[src/rtl/dcl_pkg.sv]
// Shared types for the data cache line controller.
package dcl_pkg;
    typedef enum logic [1:0] {
        OP_WMISS = 2'd0,
        OP_WHIT  = 2'd1,
        OP_INVAL = 2'd2,
        OP_PUSH  = 2'd3
    } dcl_op_e;

    typedef enum logic [1:0] {
        ST_IDLE   = 2'd0,
        ST_FILL   = 2'd1,
        ST_WORDWR = 2'd2,
        ST_LINEWR = 2'd3
    } dcl_st_e;
endpackage

[src/rtl/dcl_word_merge.sv]
// Replaces one word of a line with a new word and produces the one-hot
// word mask. Purely combinational. Assumes WORDS >= 2.
module dcl_word_merge #(
    parameter int WORD_W = 8,
    parameter int WORDS  = 4,
    localparam int LINE_W = WORD_W * WORDS,
    localparam int IDX_W  = $clog2(WORDS)
) (
    input  logic [LINE_W-1:0] base,
    input  logic [IDX_W-1:0]  idx,
    input  logic [WORD_W-1:0] word,
    output logic [LINE_W-1:0] merged,
    output logic [WORDS-1:0]  mask
);
    for (genvar g = 0; g < WORDS; g++) begin : g_word
        // select the new word in the indexed slot, else keep the base word
        assign merged[g*WORD_W +: WORD_W] = (idx == IDX_W'(g)) ? word
                                          : base[g*WORD_W +: WORD_W];
        assign mask[g] = (idx == IDX_W'(g));
    end
endmodule

[src/rtl/dcl_line_store.sv]
// Holds the valid and modified bits and the data of the line.
// Assumes the sequencer never asks for modified without valid.
module dcl_line_store #(
    parameter int LINE_W = 32
) (
    input  logic              clk,
    input  logic              rst_n,
    input  logic              upd_en,
    input  logic              upd_v,
    input  logic              upd_m,
    input  logic              upd_data_en,
    input  logic [LINE_W-1:0] upd_data,
    output logic              valid,
    output logic              mod,
    output logic [LINE_W-1:0] data
);
    // state bits: reset to invalid, load on update
    always_ff @(posedge clk) begin
        if (!rst_n) begin
            valid <= 1'b0;
            mod   <= 1'b0;
        end else if (upd_en) begin
            valid <= upd_v;
            mod   <= upd_m;
        end
    end

    // line contents: written only when data is supplied
    always_ff @(posedge clk) begin
        if (!rst_n)
            data <= '0;
        else if (upd_en && upd_data_en)
            data <= upd_data;
    end
endmodule

[src/rtl/dcl_push_buf.sv]
// One-line holding register for a dirty line on its way to memory.
// Assumes load is never raised while its contents are still being written.
module dcl_push_buf #(
    parameter int LINE_W = 32
) (
    input  logic              clk,
    input  logic              rst_n,
    input  logic              load,
    input  logic [LINE_W-1:0] din,
    output logic [LINE_W-1:0] dout
);
    // capture the line on load
    always_ff @(posedge clk) begin
        if (!rst_n)
            dout <= '0;
        else if (load)
            dout <= din;
    end
endmodule

[src/rtl/dcl_seq.sv]
// Command sequencer. Decodes each command against the current line state,
// steps through fill / word write / line write, and drives the line-store
// updates. Assumes commands are offered only while idle.
module dcl_seq
    import dcl_pkg::*;
#(
    parameter int WORD_W = 8,
    parameter int WORDS  = 4,
    localparam int LINE_W = WORD_W * WORDS,
    localparam int IDX_W  = $clog2(WORDS)
) (
    input  logic              clk,
    input  logic              rst_n,
    input  logic              cmd_valid,
    input  dcl_op_e           cmd_op,
    input  logic              cmd_cb,
    input  logic              cmd_keep,
    input  logic [IDX_W-1:0]  cmd_idx,
    input  logic [WORD_W-1:0] cmd_wdata,
    input  logic              line_valid,
    input  logic              line_mod,
    input  logic [LINE_W-1:0] line_data,
    input  logic              fill_ack,
    input  logic [LINE_W-1:0] fill_data,
    input  logic              mem_wr_ready,
    input  logic [LINE_W-1:0] pbuf_data,
    output logic              fill_req,
    output logic              mem_wr_valid,
    output logic [LINE_W-1:0] mem_wr_data,
    output logic [WORDS-1:0]  mem_wr_mask,
    output logic              upd_en,
    output logic              upd_v,
    output logic              upd_m,
    output logic              upd_data_en,
    output logic [LINE_W-1:0] upd_data,
    output logic              pb_load,
    output logic              busy,
    output logic              done,
    output logic              err
);
    dcl_st_e           st, st_n;
    dcl_op_e           lat_op;
    logic [IDX_W-1:0]  lat_idx;
    logic [WORD_W-1:0] lat_w;
    logic              lat_keep, lat_dirty;
    logic              done_n, err_n;
    logic [IDX_W-1:0]  sel_idx;
    logic [WORD_W-1:0] sel_w;
    logic [LINE_W-1:0] merge_base, merged, word_only;
    logic [WORDS-1:0]  word_mask, word_mask_unused;

    // pick the live command fields while idle, the latched ones later
    always_comb begin
        sel_idx    = (st == ST_IDLE) ? cmd_idx   : lat_idx;
        sel_w      = (st == ST_IDLE) ? cmd_wdata : lat_w;
        merge_base = (st == ST_FILL) ? fill_data : line_data;
    end

    dcl_word_merge #(.WORD_W(WORD_W), .WORDS(WORDS)) u_merge (
        .base(merge_base), .idx(sel_idx), .word(sel_w),
        .merged(merged), .mask(word_mask_unused)
    );

    dcl_word_merge #(.WORD_W(WORD_W), .WORDS(WORDS)) u_wordonly (
        .base('0), .idx(lat_idx), .word(lat_w),
        .merged(word_only), .mask(word_mask)
    );

    // memory-side request outputs follow the state
    always_comb begin
        fill_req     = (st == ST_FILL);
        mem_wr_valid = (st == ST_WORDWR) || (st == ST_LINEWR);
        mem_wr_data  = (st == ST_LINEWR) ? pbuf_data : word_only;
        mem_wr_mask  = (st == ST_LINEWR) ? {WORDS{1'b1}} : word_mask;
        busy         = (st != ST_IDLE);
        upd_data     = merged;
    end

    // next-state and line-update decode
    always_comb begin
        st_n        = st;
        upd_en      = 1'b0;
        upd_v       = line_valid;
        upd_m       = line_mod;
        upd_data_en = 1'b0;
        pb_load     = 1'b0;
        done_n      = 1'b0;
        err_n       = 1'b0;
        case (st)
            ST_IDLE: if (cmd_valid) begin
                case (cmd_op)
                    OP_WMISS: begin
                        if (cmd_cb) begin
                            st_n    = ST_FILL;
                            pb_load = line_mod;
                        end else begin
                            st_n = ST_WORDWR;
                        end
                    end
                    OP_WHIT: begin
                        if (!line_valid) begin
                            done_n = 1'b1;
                            err_n  = 1'b1;
                        end else if (cmd_cb) begin
                            upd_en      = 1'b1;
                            upd_v       = 1'b1;
                            upd_m       = 1'b1;
                            upd_data_en = 1'b1;
                            done_n      = 1'b1;
                        end else begin
                            st_n = ST_WORDWR;
                        end
                    end
                    OP_INVAL: begin
                        upd_en = 1'b1;
                        upd_v  = 1'b0;
                        upd_m  = 1'b0;
                        done_n = 1'b1;
                    end
                    default: begin
                        if (line_mod) begin
                            pb_load = 1'b1;
                            st_n    = ST_LINEWR;
                        end else begin
                            upd_en = 1'b1;
                            upd_v  = line_valid & cmd_keep;
                            upd_m  = 1'b0;
                            done_n = 1'b1;
                        end
                    end
                endcase
            end
            ST_FILL: if (fill_ack) begin
                upd_en      = 1'b1;
                upd_v       = 1'b1;
                upd_m       = 1'b1;
                upd_data_en = 1'b1;
                if (lat_dirty) begin
                    st_n = ST_LINEWR;
                end else begin
                    st_n   = ST_IDLE;
                    done_n = 1'b1;
                end
            end
            ST_WORDWR: if (mem_wr_ready) begin
                st_n   = ST_IDLE;
                done_n = 1'b1;
                if (lat_op == OP_WHIT) begin
                    upd_en      = 1'b1;
                    upd_v       = 1'b1;
                    upd_m       = 1'b0;
                    upd_data_en = 1'b1;
                end
            end
            default: if (mem_wr_ready) begin
                st_n   = ST_IDLE;
                done_n = 1'b1;
                if (lat_op == OP_PUSH) begin
                    upd_en = 1'b1;
                    upd_v  = lat_keep;
                    upd_m  = 1'b0;
                end
            end
        endcase
    end

    // state, completion flags and latched command fields
    always_ff @(posedge clk) begin
        if (!rst_n) begin
            st        <= ST_IDLE;
            done      <= 1'b0;
            err       <= 1'b0;
            lat_op    <= OP_WMISS;
            lat_idx   <= '0;
            lat_w     <= '0;
            lat_keep  <= 1'b0;
            lat_dirty <= 1'b0;
        end else begin
            st   <= st_n;
            done <= done_n;
            err  <= err_n;
            if (st == ST_IDLE && cmd_valid) begin
                lat_op    <= cmd_op;
                lat_idx   <= cmd_idx;
                lat_w     <= cmd_wdata;
                lat_keep  <= cmd_keep;
                lat_dirty <= line_mod;
            end
        end
    end


    dirty_fill_then_write_chk: assert property (@(posedge clk) disable iff (!rst_n)
        (st == ST_FILL && fill_ack && lat_dirty) |=> (st == ST_LINEWR));
endmodule

[src/rtl/dcl_line_ctrl.sv]
// Top of the data cache line controller: line store, holding buffer and
// sequencer. Assumes memory returns a full line per fill and accepts one
// write per handshake.
module dcl_line_ctrl
    import dcl_pkg::*;
#(
    parameter int WORD_W = 8,
    parameter int WORDS  = 4,
    localparam int LINE_W = WORD_W * WORDS,
    localparam int IDX_W  = $clog2(WORDS)
) (
    input  logic              clk,
    input  logic              rst_n,
    input  logic              cmd_valid,
    output logic              cmd_ready,
    input  logic [1:0]        cmd_op,
    input  logic              cmd_copyback,
    input  logic              cmd_keep,
    input  logic [IDX_W-1:0]  cmd_idx,
    input  logic [WORD_W-1:0] cmd_wdata,
    output logic              fill_req,
    input  logic              fill_ack,
    input  logic [LINE_W-1:0] fill_data,
    output logic              mem_wr_valid,
    input  logic              mem_wr_ready,
    output logic [LINE_W-1:0] mem_wr_data,
    output logic [WORDS-1:0]  mem_wr_mask,
    output logic              line_valid,
    output logic              line_mod,
    output logic [LINE_W-1:0] line_data,
    output logic              busy,
    output logic              done,
    output logic              err
);
    logic              upd_en, upd_v, upd_m, upd_data_en, pb_load;
    logic [LINE_W-1:0] upd_data, pbuf_data;
    logic              acc;

    dcl_line_store #(.LINE_W(LINE_W)) u_store (
        .clk(clk), .rst_n(rst_n), .upd_en(upd_en), .upd_v(upd_v), .upd_m(upd_m),
        .upd_data_en(upd_data_en), .upd_data(upd_data),
        .valid(line_valid), .mod(line_mod), .data(line_data)
    );

    dcl_push_buf #(.LINE_W(LINE_W)) u_pbuf (
        .clk(clk), .rst_n(rst_n), .load(pb_load), .din(line_data), .dout(pbuf_data)
    );

    dcl_seq #(.WORD_W(WORD_W), .WORDS(WORDS)) u_seq (
        .clk(clk), .rst_n(rst_n), .cmd_valid(cmd_valid), .cmd_op(dcl_op_e'(cmd_op)),
        .cmd_cb(cmd_copyback), .cmd_keep(cmd_keep), .cmd_idx(cmd_idx),
        .cmd_wdata(cmd_wdata), .line_valid(line_valid), .line_mod(line_mod),
        .line_data(line_data), .fill_ack(fill_ack), .fill_data(fill_data),
        .mem_wr_ready(mem_wr_ready), .pbuf_data(pbuf_data), .fill_req(fill_req),
        .mem_wr_valid(mem_wr_valid), .mem_wr_data(mem_wr_data),
        .mem_wr_mask(mem_wr_mask), .upd_en(upd_en), .upd_v(upd_v), .upd_m(upd_m),
        .upd_data_en(upd_data_en), .upd_data(upd_data), .pb_load(pb_load),
        .busy(busy), .done(done), .err(err)
    );

    // command handshake
    always_comb begin
        cmd_ready = !busy;
        acc       = cmd_valid && cmd_ready;
    end


    mod_needs_valid_chk: assert property (@(posedge clk) disable iff (!rst_n)
        line_mod |-> line_valid);

    fill_hold_chk: assert property (@(posedge clk) disable iff (!rst_n)
        (fill_req && !fill_ack) |=> fill_req);

    wr_hold_chk: assert property (@(posedge clk) disable iff (!rst_n)
        (mem_wr_valid && !mem_wr_ready) |=>
            (mem_wr_valid && $stable(mem_wr_data) && $stable(mem_wr_mask)));

    single_xfer_chk: assert property (@(posedge clk) disable iff (!rst_n)
        !(fill_req && mem_wr_valid));

    inval_chk: assert property (@(posedge clk) disable iff (!rst_n)
        (acc && cmd_op == 2'd2) |=> (!line_valid && !fill_req && !mem_wr_valid && done));

    bad_hit_chk: assert property (@(posedge clk) disable iff (!rst_n)
        (acc && cmd_op == 2'd1 && !line_valid) |=> (err && done && !line_valid && !busy));

    cb_hit_chk: assert property (@(posedge clk) disable iff (!rst_n)
        (acc && cmd_op == 2'd1 && cmd_copyback && line_valid) |=> (line_mod && done && !busy));
endmodule

[config.mk]
export PLATFORM = sky130hd
export DESIGN_NAME = dcl_line_ctrl
export DESIGN_NICKNAME = d
export VERILOG_FILES = /design/src/rtl/dcl_pkg.sv /design/src/rtl/dcl_word_merge.sv /design/src/rtl/dcl_line_store.sv /design/src/rtl/dcl_push_buf.sv /design/src/rtl/dcl_seq.sv /design/src/rtl/dcl_line_ctrl.sv
export SDC_FILE = /design/constraint.sdc
export NUM_CORES = 1
export LEC_CHECK = 0
export ABC_CLOCK_PERIOD_IN_PS = 2200
export CORE_ASPECT_RATIO = 0.5
export CORE_MARGIN = 5
export CORE_UTILIZATION = 57
export DETAILED_ROUTE_END_ITERATION = 7
export DONT_BUFFER_PORTS = 1
export PLACE_DENSITY = 0.81
export SLEW_MARGIN = 20
export SYNTH_ARGS = -nofsm -noshare
export SYNTH_HDL_FRONTEND = slang
export SYNTH_SLANG_ARGS = --single-unit
[constraint.sdc]
create_clock -name clk -period 2.2 [get_ports clk]
set_input_delay 0.33 -clock clk [delete_from_list [all_inputs] [get_ports clk]]
set_output_delay 0.33 -clock clk [all_outputs]
set_load 0.03 [all_outputs]
---- After elaboration in Yosys (flattened, before gate mapping) ----
Index checks and enable logic that the tools add are counted.
word-level totals
  input bits .............................. 51
  logic and storage cells ................. 133
  output and inout bits ................... 76
  flip-flop bits (word level) ............. 84
operators by class
  reduce and logical (&&, ||, !) cells .... 24
  bitwise gates (word level) .............. 1
  mux-type cells .......................... 69
  equality and inequality tests ........... 24
operators with widths
  operator                                        count
  two-way mux 8 bit                               9
  two-way mux 32 bit                              2
  two-way mux 1 bit                               36
  case mux 1 bit (3 select lines)                 8
  two-way mux 2 bit                               9
  == test 2 bit (second input constant)           8
  == test 2 x 1 -> 1 bit (second input constant)  5
  inequality test 2 bit (second input constant)   5
  AND reduction 10 bit                            1
  nonzero test 2 bit                              5
  inequality test 3 bit (second input constant)   3
  AND reduction 9 bit                             1
  zero test 2 bit                                 4
  inequality test 4 bit (second input constant)   2
  AND reduction 2 bit                             4
  AND reduction 7 bit                             1
  case mux 2 bit (3 select lines)                 1
  two-way mux 4 bit                               1
  case mux 1 bit (2 select lines)                 2
  case mux 2 bit (2 select lines)                 1
  AND reduction 4 bit                             1
  nonzero test 4 bit                              1
  nonzero test 3 bit                              1
  logical AND 1 bit                               2
  other kinds (5)                                 5

---- Depth between registers and ports, before layout ----
Gate-level depths: netlist of run 1.
  word-level depth ........................ 7
  depth in mapped cells ................... 10
  gate-level depth less buffers ........... 7

---- Modules after synthesis ----
From an unflattened synthesis of run 1, not the netlist that was laid out.
unflattened totals
  cells, all modules ...................... 559
  area, all modules ....................... 5647.9 um^2
modules (own cells, without submodules)
  module          instances  cells each  seq. area each (um^2)  area each (um^2)
  dcl_seq         1          220         360.3                  1966.9
  dcl_line_store  1          153         680.7                  1465.2
  dcl_push_buf    1          103         640.6                  1243.7
  dcl_word_merge  2          41          0.0                    484.2
  dcl_line_ctrl   1          1           0.0                    3.8

---- Least setup slack after synthesis of run 1 ----
Ideal clock, no wire load.
  path type ............................... register to output
  start point ............................. register u_seq.st[0]
  end point ............................... output port mem_wr_data[11]
  path buffers ............................ 2
  setup slack ............................. -0.171 ns
  arrival time ............................ 2.041 ns
  cell stages (with the launch flop) ...... 7
  required time ........................... 1.870 ns
  cells stage by stage .................... dfxtp_1 > ha_1 > buf_2 > inv_1 > clkbuf_1 > nand2_1 > o21ai_0
between the ends
  word-level cells in the longest chain between the ends .. 2
ends and longest elaborated chain
  what                    line                 source
  from (decl)             dcl_seq.sv:41        dcl_st_e st, st_n;
  from (signal assigned)  dcl_seq.sv:179       st <= st_n;
  == test 2 bit           dcl_seq.sv:73        mem_wr_data = (st == ST_LINEWR) ? pbuf_data : word_only;
  two-way mux 32 bit      dcl_seq.sv:73
  to (decl)               dcl_line_ctrl.sv:26  output logic [LINE_W-1:0] mem_wr_data,
Every way passes these cells.

---- Worst setup path in the final report of run 1 ----
  start point ............................. register u_seq.st[1]
  end point ............................... output port mem_wr_data[28]
Same word-level chain as after synthesis.

==> impl_results.md, run 1 <==
- Chip width: 136 um
- Crit path required time: 1.87 ns
- Worst Hold Slack: 0.120 ns
- Slowest stage cell, crit path: dfxtp_1
- Clock sink count: 84
- Vias/cell: 6.03
- Pint: 3.61 mW
- Synth async-reset ratio: 0%
- Leak: 2.06 nW
- Synth Register Bits: 84
- Grt total ovfl: 0
- Routed Antenna Nets: 0
- CORE AREA: 7890 um2
- Initial antenna violation count: 0
- Clk root buf: clkbuf_16
- # fillers: 635
- # IOs: 127
- Worst setup EP type: output port
- Commonest non-fill, non-tap cell in the layout: nand2_1
- Vias in the first global route: 3922
- CP most frequent cell: buf_4
- Multi-input logic area: 2680 um2
- Worst Setup Path Type: reg -> out
- Htree depth: 3
- First-pass GRT wire length: 21300 um
- PortBufs: 0
- Reg power frac: 31.5%
- Fmax: 461 MHz
- Die area: 9950 um2
- Synthesized area: 4540 um2
- GRT Total Usage: 28.3%
- Final Slew Violations: 0
- TNS Setup: 0 ns
- First-pass DRT Iterations: 8
- Largest net degree at the start of global routing: 83
- NumNets Final: 629
- Final GP Congestion: 0.882
- Pwr/cell area: 1110 nW/um2
- Top post-synthesis cells by area: dfxtp_1 (37%), nand2_1 (12%), mux2_2 (9.2%)
- Sequential area share after synthesis: 37.1%
- DRC Markers: 0
- DP HPWL: 9500 um
- Post-synth top flop: dfxtp_1
- Sw Share: 39.3%
- Area Overhead vs Synth: 18.1%
- Min Tclk post-route: 2.17 ns
- Clock Latency Late Sink: 0.35 ns
- Final Power: 5.96 mW
- Largest area contributor in the netlist: dfxtp_1
- Final hold vios: 0
- Met2 Routed Length: 6420 um
- Synth unique cells: 48
- Post-synth top area share: 37.1%
- Commonest non-fill, non-tap cells in the layout: nand2_1 (145), dfxtp_1 (84), buf_4 (59)
- Initial Util: 57.6%
- Syn avg cell area: 8.56 um2
- Reg clk slew, reported paths: 0.06 ns
- Post-Syn Nets: 589
- TritonCTS clock tree: done
- Status: completed
- Chip Height: 73.1 um
- Core Rows: 23
- Vias: 4143
- Slowest stage delay, CP: 0.34 ns
- Max Cap Viol: 0
- CP max FO: 5
- Startpoint types: flip-flop
- CTS buffer count: 9
- Clock power frac: 26.8%
- Cell family with most CP delay: buffers and inverters
- Tcrit/Tclk final: 98.7%
- Worst slew pin tran: 0.610 ns
- Routed wire per std cell: 20.4 um
- Cell count after synthesis: 530
- Worst Skew: 0.00661 ns
- Met3 wire len: 1700 um
- Fraction of layout cells with a size suffix above 1: 23.3%
- Starting DRC count in detailed routing: 517
- Slew margin rel.: 59.3%
- CTS Hold Bufs: 0
- Maximum VDD drop: 0.491 mV
- Max Buffers Root-to-Sink: 2
- Final Setup Violations: 0
- Top Layer Used: met4
- Setup bufs post-CTS: 0
- Yosys warning count: 0
- Switching pwr: 2.34 mW
- Number of diodes: 0
- Number of flops mapped to enable cells by yosys: 0
- Hold WC Path Type: in -> reg
- Register area: 1680 um2
- Worst path buffer plus inverter count: 3
- Drt total wl: 14000 um
- RSZ-0062 raised after global routing: yes
- Critical path cell sequence: ha_2 > inv_1 > buf_4 > nand2_1 > o21ai_0 > buf_4
- Comb pwr share: 41.8%
- Worst EP arrival: 1.84 ns
- Routed met1 length: 5420 um
[what timing repair did]
action                                  in CTS  in global routing
endpoints found under the setup margin      17                 12
pin swaps                                    0                  0
endpoints found under the hold margin        0                  0
resized for setup                            1                  8
[power groups by stage]
stage	Clock [mW]	Combinational [mW]	Sequential (mW)
global route	1.67	2.61	1.89
detailed placement	0	2.42	1.90
finish	1.60	2.49	1.87
global placement	0	2.38	1.89
CTS	1.61	2.44	1.87
floorplan	0	1.72	1.87
[stage by stage]
step           worst slack, ns  area, um2  utilization [%]  instances
3_3_place_gp             0.214       5040             63.9        671
3_5_place_dp             0.146       5040             63.9        671
2_1_floorplan           -0.171       4550                -        530
4_1_cts                0.00808       5350             67.9        687
6_report                0.0287       5360             68.0        687
5_1_grt                -0.0115       5360             68.0        687
[kinds of logic (layout without fill, tap and decap cells)]
| logic type | Yosys count | count (layout) | share of synthesized area [%] |
|---|---|---|---|
| DFF | 84 | 84 | 37.1 |
| buffers and inverters | 45 | 90 | 4.38 |
| muxes | 73 | 73 | 17.2 |
| AOI/OAI and AO/OA | 115 | 115 | 18.6 |
| and+or+nand+nor | 205 | 205 | 20.5 |
| adders and majority gates | 8 | 8 | 2.21 |
[path summary, 6_finish.rpt]
| kind | cells past startpoint | slack (ns) | from | endpoint |
|---|---|---|---|---|
| worst max-delay path | 6 | 0.03 | u_seq.st[1]$_SDFFE_PN0P_ | mem_wr_data[28] |
| worst min-delay path | 1 | 0.12 | rst_n | u_store.data[31]$_SDFFE_PN0P_ |
| worst max register to register | 9 | 0.11 | u_seq.st[0]$_SDFFE_PN0P_ | u_store.data[7]$_SDFFE_PN0P_ |
| worst min register to register | 2 | 0.45 | u_pbuf.dout[12]$_SDFFE_PN0P_ | u_pbuf.dout[12]$_SDFFE_PN0P_ |
[registers in the layout, summed over array words and instances, names as in the netlist, 2 cells and up]
signal and count:
u_store.data 32, u_seq.lat_idx 2, u_seq.lat_w 8, u_seq.st 2, u_seq.lat_op 2, u_pbuf.dout 32
[metal layers]
layer	vias up	track usage, %
li1	1880	-
met4	0	12.4
met3	49	10.3
met2	241	44.5
met5	-	0
met1	1973	35.3
[worst reg2reg max path, delay by kind of cell (launching register included)]
kind                       cells  cell delay (ns)
muxes                          2             0.51
adders and majority gates      1             0.27
and+or+nand+nor                2             0.17
buffers and inverters          3             0.52
AOI/OAI and AO/OA              1             0.18
DFF                            1             0.33
[synth_stat cells (2+ instances only)]
master	n
nor3_1	4
o21a_1	3
nand3_1	4
a21oi_1	4
buf_2	6
nand2_1	148
a21boi_1	16
mux2_2	37
inv_1	12
nor2b_1	32
a21boi_0	29
mux2i_1	33
a31oi_1	2
a21o_1	2
mux2_1	3
o21ai_0	36
a221oi_4	4
dfxtp_1	84
nand3b_1	2
buf_6	3
a211oi_1	2
nor2_1	3
buf_1	2
ha_1	8
a21oi_2	2
nand2b_1	3
o21ai_1	3
a221oi_1	2
clkbuf_1	22
[area by class of cell]
class,count,area share [%]
Multi-Input combinational cell,401,49.9
Sequential cell,84,31.4
Timing Repair Buffer,62,9.38
Clock buffer,13,5.04
Tap cell,112,2.61
Inverter,12,0.840
Clock inverter,3,0.817
Power figures use the tool's default switching activity.
==> run 2: changes to the inputs <==
==> constraint.sdc (replaced) <==
create_clock -name clk -period 2.2 [get_ports clk]
set_input_delay 0.11 -clock clk [delete_from_list [all_inputs] [get_ports clk]]
set_output_delay 0.11 -clock clk [all_outputs]
set_load 0.03 [all_outputs]
==> run 2 against run 1 <==
  * Final cell count up 2.6%
  * Critical path depth down 1
  * Utilization up 3.1 points
  * Register-to-register slack better by 0.02 ns
  * Sequential power about the same
  * Clock skew down 0.0039 ns
  * Maximum frequency up 0.58%
  * Non-clock buffer count up 18
  * Combinational power up 7%
  * Wire length up 2.5%
  * Largest power group unchanged
==> impl_results.md, run 2 (synthesized netlist as in run 1, its figures left out) <==
- Status: completed
- Final Setup Violations: 0 (unchanged)
- Worst r2r dst: u_store.data[3]$_SDFFE_PN0P_
- Commonest non-fill, non-tap cells in the layout: nand2_1 (148), dfxtp_1 (84), buf_4 (63)
- Reg-to-reg slack, setup: 0.13 ns (+0.02 ns)
- Min Tclk post-route: 2.16 ns (-0.0126 ns)
- First-pass GRT wire length: 21900 um (+2.5%)
- Initial Util: 57.6% (unchanged)
- Leak: 2.17 nW (+5.4%)
- Chip width: 136 um (unchanged)
- Slowest stage delay, CP: 0.40 ns (+0.06 ns)
- Worst Hold Slack: 0.0556 ns (-0.0646 ns)
- Fraction of layout cells with a size suffix above 1: 23.8% (+0.47 points)
- Clk root buf: clkbuf_16
- Vias/cell: 5.97 (-0.98%)
- Number of diodes: 0 (unchanged)
- CTS buffer count: 9 (unchanged)
- Depth of the most critical reg-to-reg path: 9 (unchanged)
- Core Rows: 23 (unchanged)
- TNS Setup: 0 ns (unchanged)
- Fmax: 463 MHz (+0.58%)
- GRT Total Usage: 29.0% (+0.65 points)
- TritonCTS clock tree: done
- Area Overhead vs Synth: 23.5%
- Hold path cells: 3 (+2)
- Worst Skew: 0.00271 ns (-0.00389 ns)
- RSZ-0062 raised after global routing: yes
- Hold endpoint: u_store.data[25]$_SDFFE_PN0P_
- Final Slew Violations: 0 (unchanged)
- DP HPWL: 9250 um (-2.6%)
- # IOs: 127 (unchanged)
- Largest net degree at the start of global routing: 82 (-1.2%)
- Pwr/cell area: 1150 nW/um2 (+3.2%)
- Tcrit/Tclk final: 98.1% (-0.57 points)
- Initial antenna violation count: 0 (unchanged)
- Worst Setup Path Type: reg -> out
- Post-place setup slack: 0.140 ns (-0.00613 ns)
- Grt total ovfl: 0 (unchanged)
- Worst slew pin tran: 0.599 ns (-0.0102 ns)
- Critical path cell sequence: ha_2 > clkinvlp_4 > nand2_1 > o21ai_0 > buf_4
- Maximum VDD drop: 0.590 mV (+20%)
- Max Buffers Root-to-Sink: 2 (unchanged)
- First-pass DRT Iterations: 7 (-1)
- Largest regs: u_pbuf.dout x32, u_store.data x32, u_seq.lat_w x8
- Vias: 4210 (+1.6%)
- Worst EP arrival: 2.05 ns (+0.21 ns)
- Worst setup EP type: output port
- Startpoint types: flip-flop
- Final Power: 6.42 mW (+7.8%)
- NumNets Final: 647 (+2.9%)
- PortBufs: 0 (unchanged)
- Cell family with most CP delay: buffers and inverters
- Slew margin rel.: 59.9% (+0.68 points)
- Max Cap Viol: 0 (unchanged)
- Final GP Congestion: 0.840 (-4.8%)
- Commonest non-fill, non-tap cell in the layout: nand2_1
- Hold WC Path Type: in -> reg
- Routed wire per std cell: 20.4 um (about the same)
- Starting DRC count in detailed routing: 610 (+18%)
- CP max FO: 12 (+7)
- Vias in the first global route: 4045 (+3.1%)
- Worst path buffer plus inverter count: 2 (-1)
- Final hold vios: 0 (unchanged)
- Clock sink count: 84 (unchanged)
- DRC Markers: 0 (unchanged)
- Clock Latency Late Sink: 0.34 ns (about the same)
- Routed Antenna Nets: 0 (unchanged)
- CORE AREA: 7890 um2 (unchanged)
- Critical register-to-register path startpoint: u_seq.st[0]$_SDFFE_PN0P_
- Hold path startpoint: fill_data[25]
- Setup ws final: 0.0413 ns (+0.0126 ns)
- Drt total wl: 14400 um (+2.5%)
- Slowest stage cell, crit path: dfxtp_1
- Htree depth: 3 (unchanged)
- Reg clk slew, reported paths: 0.06 ns (about the same)
- Chip Height: 73.1 um (unchanged)
- Crit path required time: 2.09 ns (+0.22 ns)
- Die area: 9950 um2 (unchanged)
## run 2: cell types whose count changed in the layout (fill, tap and decap cells not counted), moves of 2 or more
| cell | before | now |
|---|---|---|
| buf_4 | 59 | 63 |
| bufinv_16 | 1 | 4 |
| clkbuf_8 | 3 | 1 |
| dlygate4sd3_1 | 0 | 13 |
| ha_1 | 7 | 5 |
| ha_2 | 1 | 3 |
| nand2_1 | 145 | 148 |
| nand2_2 | 3 | 0 |
| o21ai_0 | 29 | 36 |
| o21ai_1 | 8 | 2 |
## run 2: what timing repair did
item / in CTS / in global routing
buffers inserted: 3 / 2
hold buffers: 14 / 0
pin swaps: 0 / 1
gates resized for setup: 1 / 7
setup endpoints to repair: 11 / 63
endpoints found under the hold margin: 83 / 0
## run 2: final cells by class
type                    instances  area, um2
flip-flops and latches         84       1680
clock inverters                 6        134
inverters                      12       48.8
fillers                       590       2280
well taps                     112        140
multi-input cells             401       2680
repair buffers                 80        682
clock buffers                  10        239
## run 2: how the worst max path moves through the flow
stage / start / endpoint / slack [ns] / cells after the start
after detailed placement: u_seq.st[0]$_SDFFE_PN0P_ / u_store.data[4]$_SDFFE_PN0P_ / 0.14 / 8
after global placement: u_seq.st[1]$_SDFFE_PN0P_ / u_store.data[21]$_SDFFE_PN0P_ / 0.23 / 7
after CTS: u_seq.st[1]$_SDFFE_PN0P_ / mem_wr_data[17] / 0.01 / 5
after floorplan: u_seq.st[0]$_SDFFE_PN0P_ / u_store.data[10]$_SDFFE_PN0P_ / -0.006 / 8
final: u_seq.st[1]$_SDFFE_PN0P_ / mem_wr_data[2] / 0.04 / 5
after global routing: u_seq.st[1]$_SDFFE_PN0P_ / mem_wr_data[2] / 0.002 / 5
## run 2: routing by layer
metal	up-vias	GRT usage (%)	share of wire, %
li1	1925	-	-
met4	0	10.9	3.2
met2	226	48.8	47
met5	-	0	0
met1	2012	35.1	40
met3	47	9.09	9.2
## run 2: through the flow
stage	cell area, um2	util, %	std cells
final	5600	71.1	705
after CTS	5570	70.6	703
after floorplan	4540	-	530
after detailed placement	5010	63.5	670
after global placement	5010	63.5	670
after global routing	5600	71.1	705
## run 2: where the power goes
group / switching [mW] / internal, mW / leakage, nW
sequential: 0.227 / 1.64 / 0.680
clock: 0.637 / 1.26 / 0.183
combinational: 1.59 / 1.07 / 1.30
## run 2: tightest hold or removal path, cell delays in order
cell and delay, ns:
mux2_1 0.10, mux2i_1 0.06, nor2b_1 0.09
==> run 3: changes to the inputs <==
--- a/config.mk
+++ b/config.mk
@@ -8,10 +8,10 @@
 export ABC_CLOCK_PERIOD_IN_PS = 2200
 export CORE_ASPECT_RATIO = 0.5
 export CORE_MARGIN = 5
-export CORE_UTILIZATION = 57
+export CORE_UTILIZATION = 33
 export DETAILED_ROUTE_END_ITERATION = 7
 export DONT_BUFFER_PORTS = 1
-export PLACE_DENSITY = 0.81
+export PLACE_DENSITY = 0.51
 export SLEW_MARGIN = 20
 export SYNTH_ARGS = -nofsm -noshare
 export SYNTH_HDL_FRONTEND = slang
==> run 3 against run 2 <==
  * Critical path depth unchanged
  * Cell area is 0.33% higher
  * Maximum frequency rose by 4.1%
  * Critical path type unchanged
  * Largest cell class unchanged
  * Highest routed layer unchanged
==> impl_results.md, run 3 (synthesized netlist as in run 1, its figures left out) <==
- Status: completed
- Slew margin rel.: 59.6% (-0.34 points)
- PortBufs: 0 (unchanged)
- Die area: 16300 um2 (+64%)
- Fmax: 482 MHz (+4.1%)
- Critical register-to-register path startpoint: u_seq.st[0]$_SDFFE_PN0P_
- Largest regs: u_pbuf.dout x32, u_store.data x32, u_seq.lat_w x8
- Vias/cell: 5.18 (-13%)
- Reg-to-reg slack, setup: 0.18 ns (+0.05 ns)
- Vias: 3967 (-5.8%)
- Chip Height: 92.9 um (+27%)
- Starting DRC count in detailed routing: 305 (-50%)
- # IOs: 127 (unchanged)
- GRT Total Usage: 18.8% (-10 points)
- Worst slew pin tran: 0.605 ns (+0.00509 ns)
- Worst Hold Slack: 0.0469 ns (-0.00865 ns)
- NumNets Final: 645 (-0.31%)
- Worst Setup Path Type: reg -> out
- Vias in the first global route: 3881 (-4.1%)
- Grt total ovfl: 0 (unchanged)
- Min Tclk post-route: 2.07 ns (-0.0849 ns)
- Slowest stage delay, CP: 0.38 ns (-0.02 ns)
- First-pass DRT Iterations: 4 (-3)
- Clock Latency Late Sink: 0.33 ns (about the same)
- Initial Util: 33.6% (-24 points)
- First-pass GRT wire length: 23300 um (+6.7%)
- Final GP Congestion: 0.811 (-3.4%)
- Htree depth: 3 (unchanged)
- Routed wire per std cell: 20.3 um (-0.59%)
- CORE AREA: 13500 um2 (+71%)
- Core Rows: 30 (+30%)
- DP Cell Count: 736 (+9.9%)
- Commonest non-fill, non-tap cell in the layout: nand2_1
- Max Buffers Root-to-Sink: 2 (unchanged)
- Worst Skew: 0.00354 ns (+0.000825 ns)
- Max Cap Viol: 0 (unchanged)
- Worst r2r dst: u_store.mod$_SDFFE_PN0P_
- Chip width: 176 um (+29%)
- Hold WC Path Type: in -> reg
- DRC Markers: 0 (unchanged)
- Final Slew Violations: 0 (unchanged)
- Startpoint types: flip-flop
- Reg clk slew, reported paths: 0.06 ns (about the same)
- Worst setup EP type: output port
- Final Setup Violations: 0 (unchanged)
- CTS buffer count: 9 (unchanged)
- Initial antenna violation count: 1 (+1)
- Pwr/cell area: 1060 nW/um2 (-7.3%)
- Drt total wl: 15500 um (+8.0%)
- Worst EP arrival: 1.96 ns (-0.09 ns)
- Final Instance Count excl. Fillers: 766 (+8.7%)
- Largest net degree at the start of global routing: 81 (-1.2%)
- Final hold vios: 0 (unchanged)
- CP startpoint: u_seq.st[1]$_SDFFE_PN0P_
- Leak: 2.13 nW (-1.8%)
- Worst Setup EP: mem_wr_data[13]
- DP HPWL: 10500 um (+13%)
- Clk root buf: clkbuf_16
- Clock sink count: 84 (unchanged)
- Maximum VDD drop: 0.463 mV (-22%)
- Commonest non-fill, non-tap cells in the layout: nand2_1 (146), dfxtp_1 (84), buf_4 (58)
- Fraction of layout cells with a size suffix above 1: 22.9% (-0.86 points)
- Slowest stage cell, crit path: dfxtp_1
- TritonCTS clock tree: done
- Depth of the most critical reg-to-reg path: 8 (-1)
- Crit path required time: 2.09 ns (about the same)
- Critical path cell sequence: ha_2 > clkinvlp_4 > nand2_1 > o21ai_0 > buf_4
- CP max FO: 12 (unchanged)
- Tcrit/Tclk final: 94.3% (-3.9 points)
- TNS Setup: 0 ns (unchanged)
- Area Overhead vs Synth: 23.9%
- Routed Antenna Nets: 0 (unchanged)
run 3: layer usage:
metal	vias up	wire length [um]	GRT usage (%)
met4	0	286	4.86
met5	-	0	0
met2	125	6960	29.7
met3	20	1090	5.75
li1	1917	-	-
met1	1905	7190	25.2
run 3: worst min-delay path by stage:
stage               slack (ns)         start                            end  cells past startpoint
floorplan                 0.25  cmd_wdata[0]    u_seq.lat_w[0]$_SDFFE_PN0P_                      2
global placement          0.25         rst_n           u_seq.err$_SDFF_PN0_                      2
detailed placement        0.25         rst_n  u_store.data[31]$_SDFFE_PN0P_                      1
CTS                       0.03  mem_wr_ready          u_seq.done$_SDFF_PN0_                      2
global route              0.07  fill_data[2]   u_store.data[2]$_SDFFE_PN0P_                      3
finish                    0.05         rst_n     u_store.valid$_SDFFE_PN0P_                      3
run 3: final cells by class:
cell class	instances	area, um2
inverter	12	48.8
tap	176	220
multi-input combinational	401	2680
sequential	84	1680
antenna	1	2.50
fill	1387	7890
timing repair buffer	78	694
clock buffer	12	256
clock inverter	2	35.0
run 3: what timing repair did:
action	4_1_cts	5_1_grt
hold buffers	15	0
hold endpoints to repair	82	0
endpoints found under the setup margin	0	38
gates resized for setup	0	8
setup buffers	0	0
run 3: per-stage QoR:
| stage | util (%) | instance area, um2 | worst slack, ns | total power [mW] |
|---|---|---|---|---|
| after floorplan | - | 4540 | -0.00614 | 3.58 |
| after global placement | 38.0 | 5130 | 0.121 | 4.36 |
| after detailed placement | 38.0 | 5130 | 0.0911 | 4.37 |
| after CTS | 41.4 | 5590 | 0.0569 | 5.98 |
| after global routing | 41.6 | 5620 | -0.000853 | 6.27 |
| final | 41.6 | 5620 | 0.126 | 5.98 |
run 3: power by group:
part / leakage [nW] / internal [mW] / switching (mW) / total (mW)
registers: 0.680 / 1.64 / 0.214 / 1.86
logic: 1.30 / 1.02 / 1.57 / 2.59
clock network: 0.145 / 0.928 / 0.599 / 1.53
run 3: critical path, delay by kind of cell, from the launching register on:
| kind | cells | cell delay (ns) |
|---|---|---|
| and+or+nand+nor | 1 | 0.34 |
| adders and majority gates | 1 | 0.26 |
| buffers and inverters | 2 | 0.46 |
| AOI/OAI and AO/OA | 1 | 0.19 |
| DFF | 1 | 0.38 |
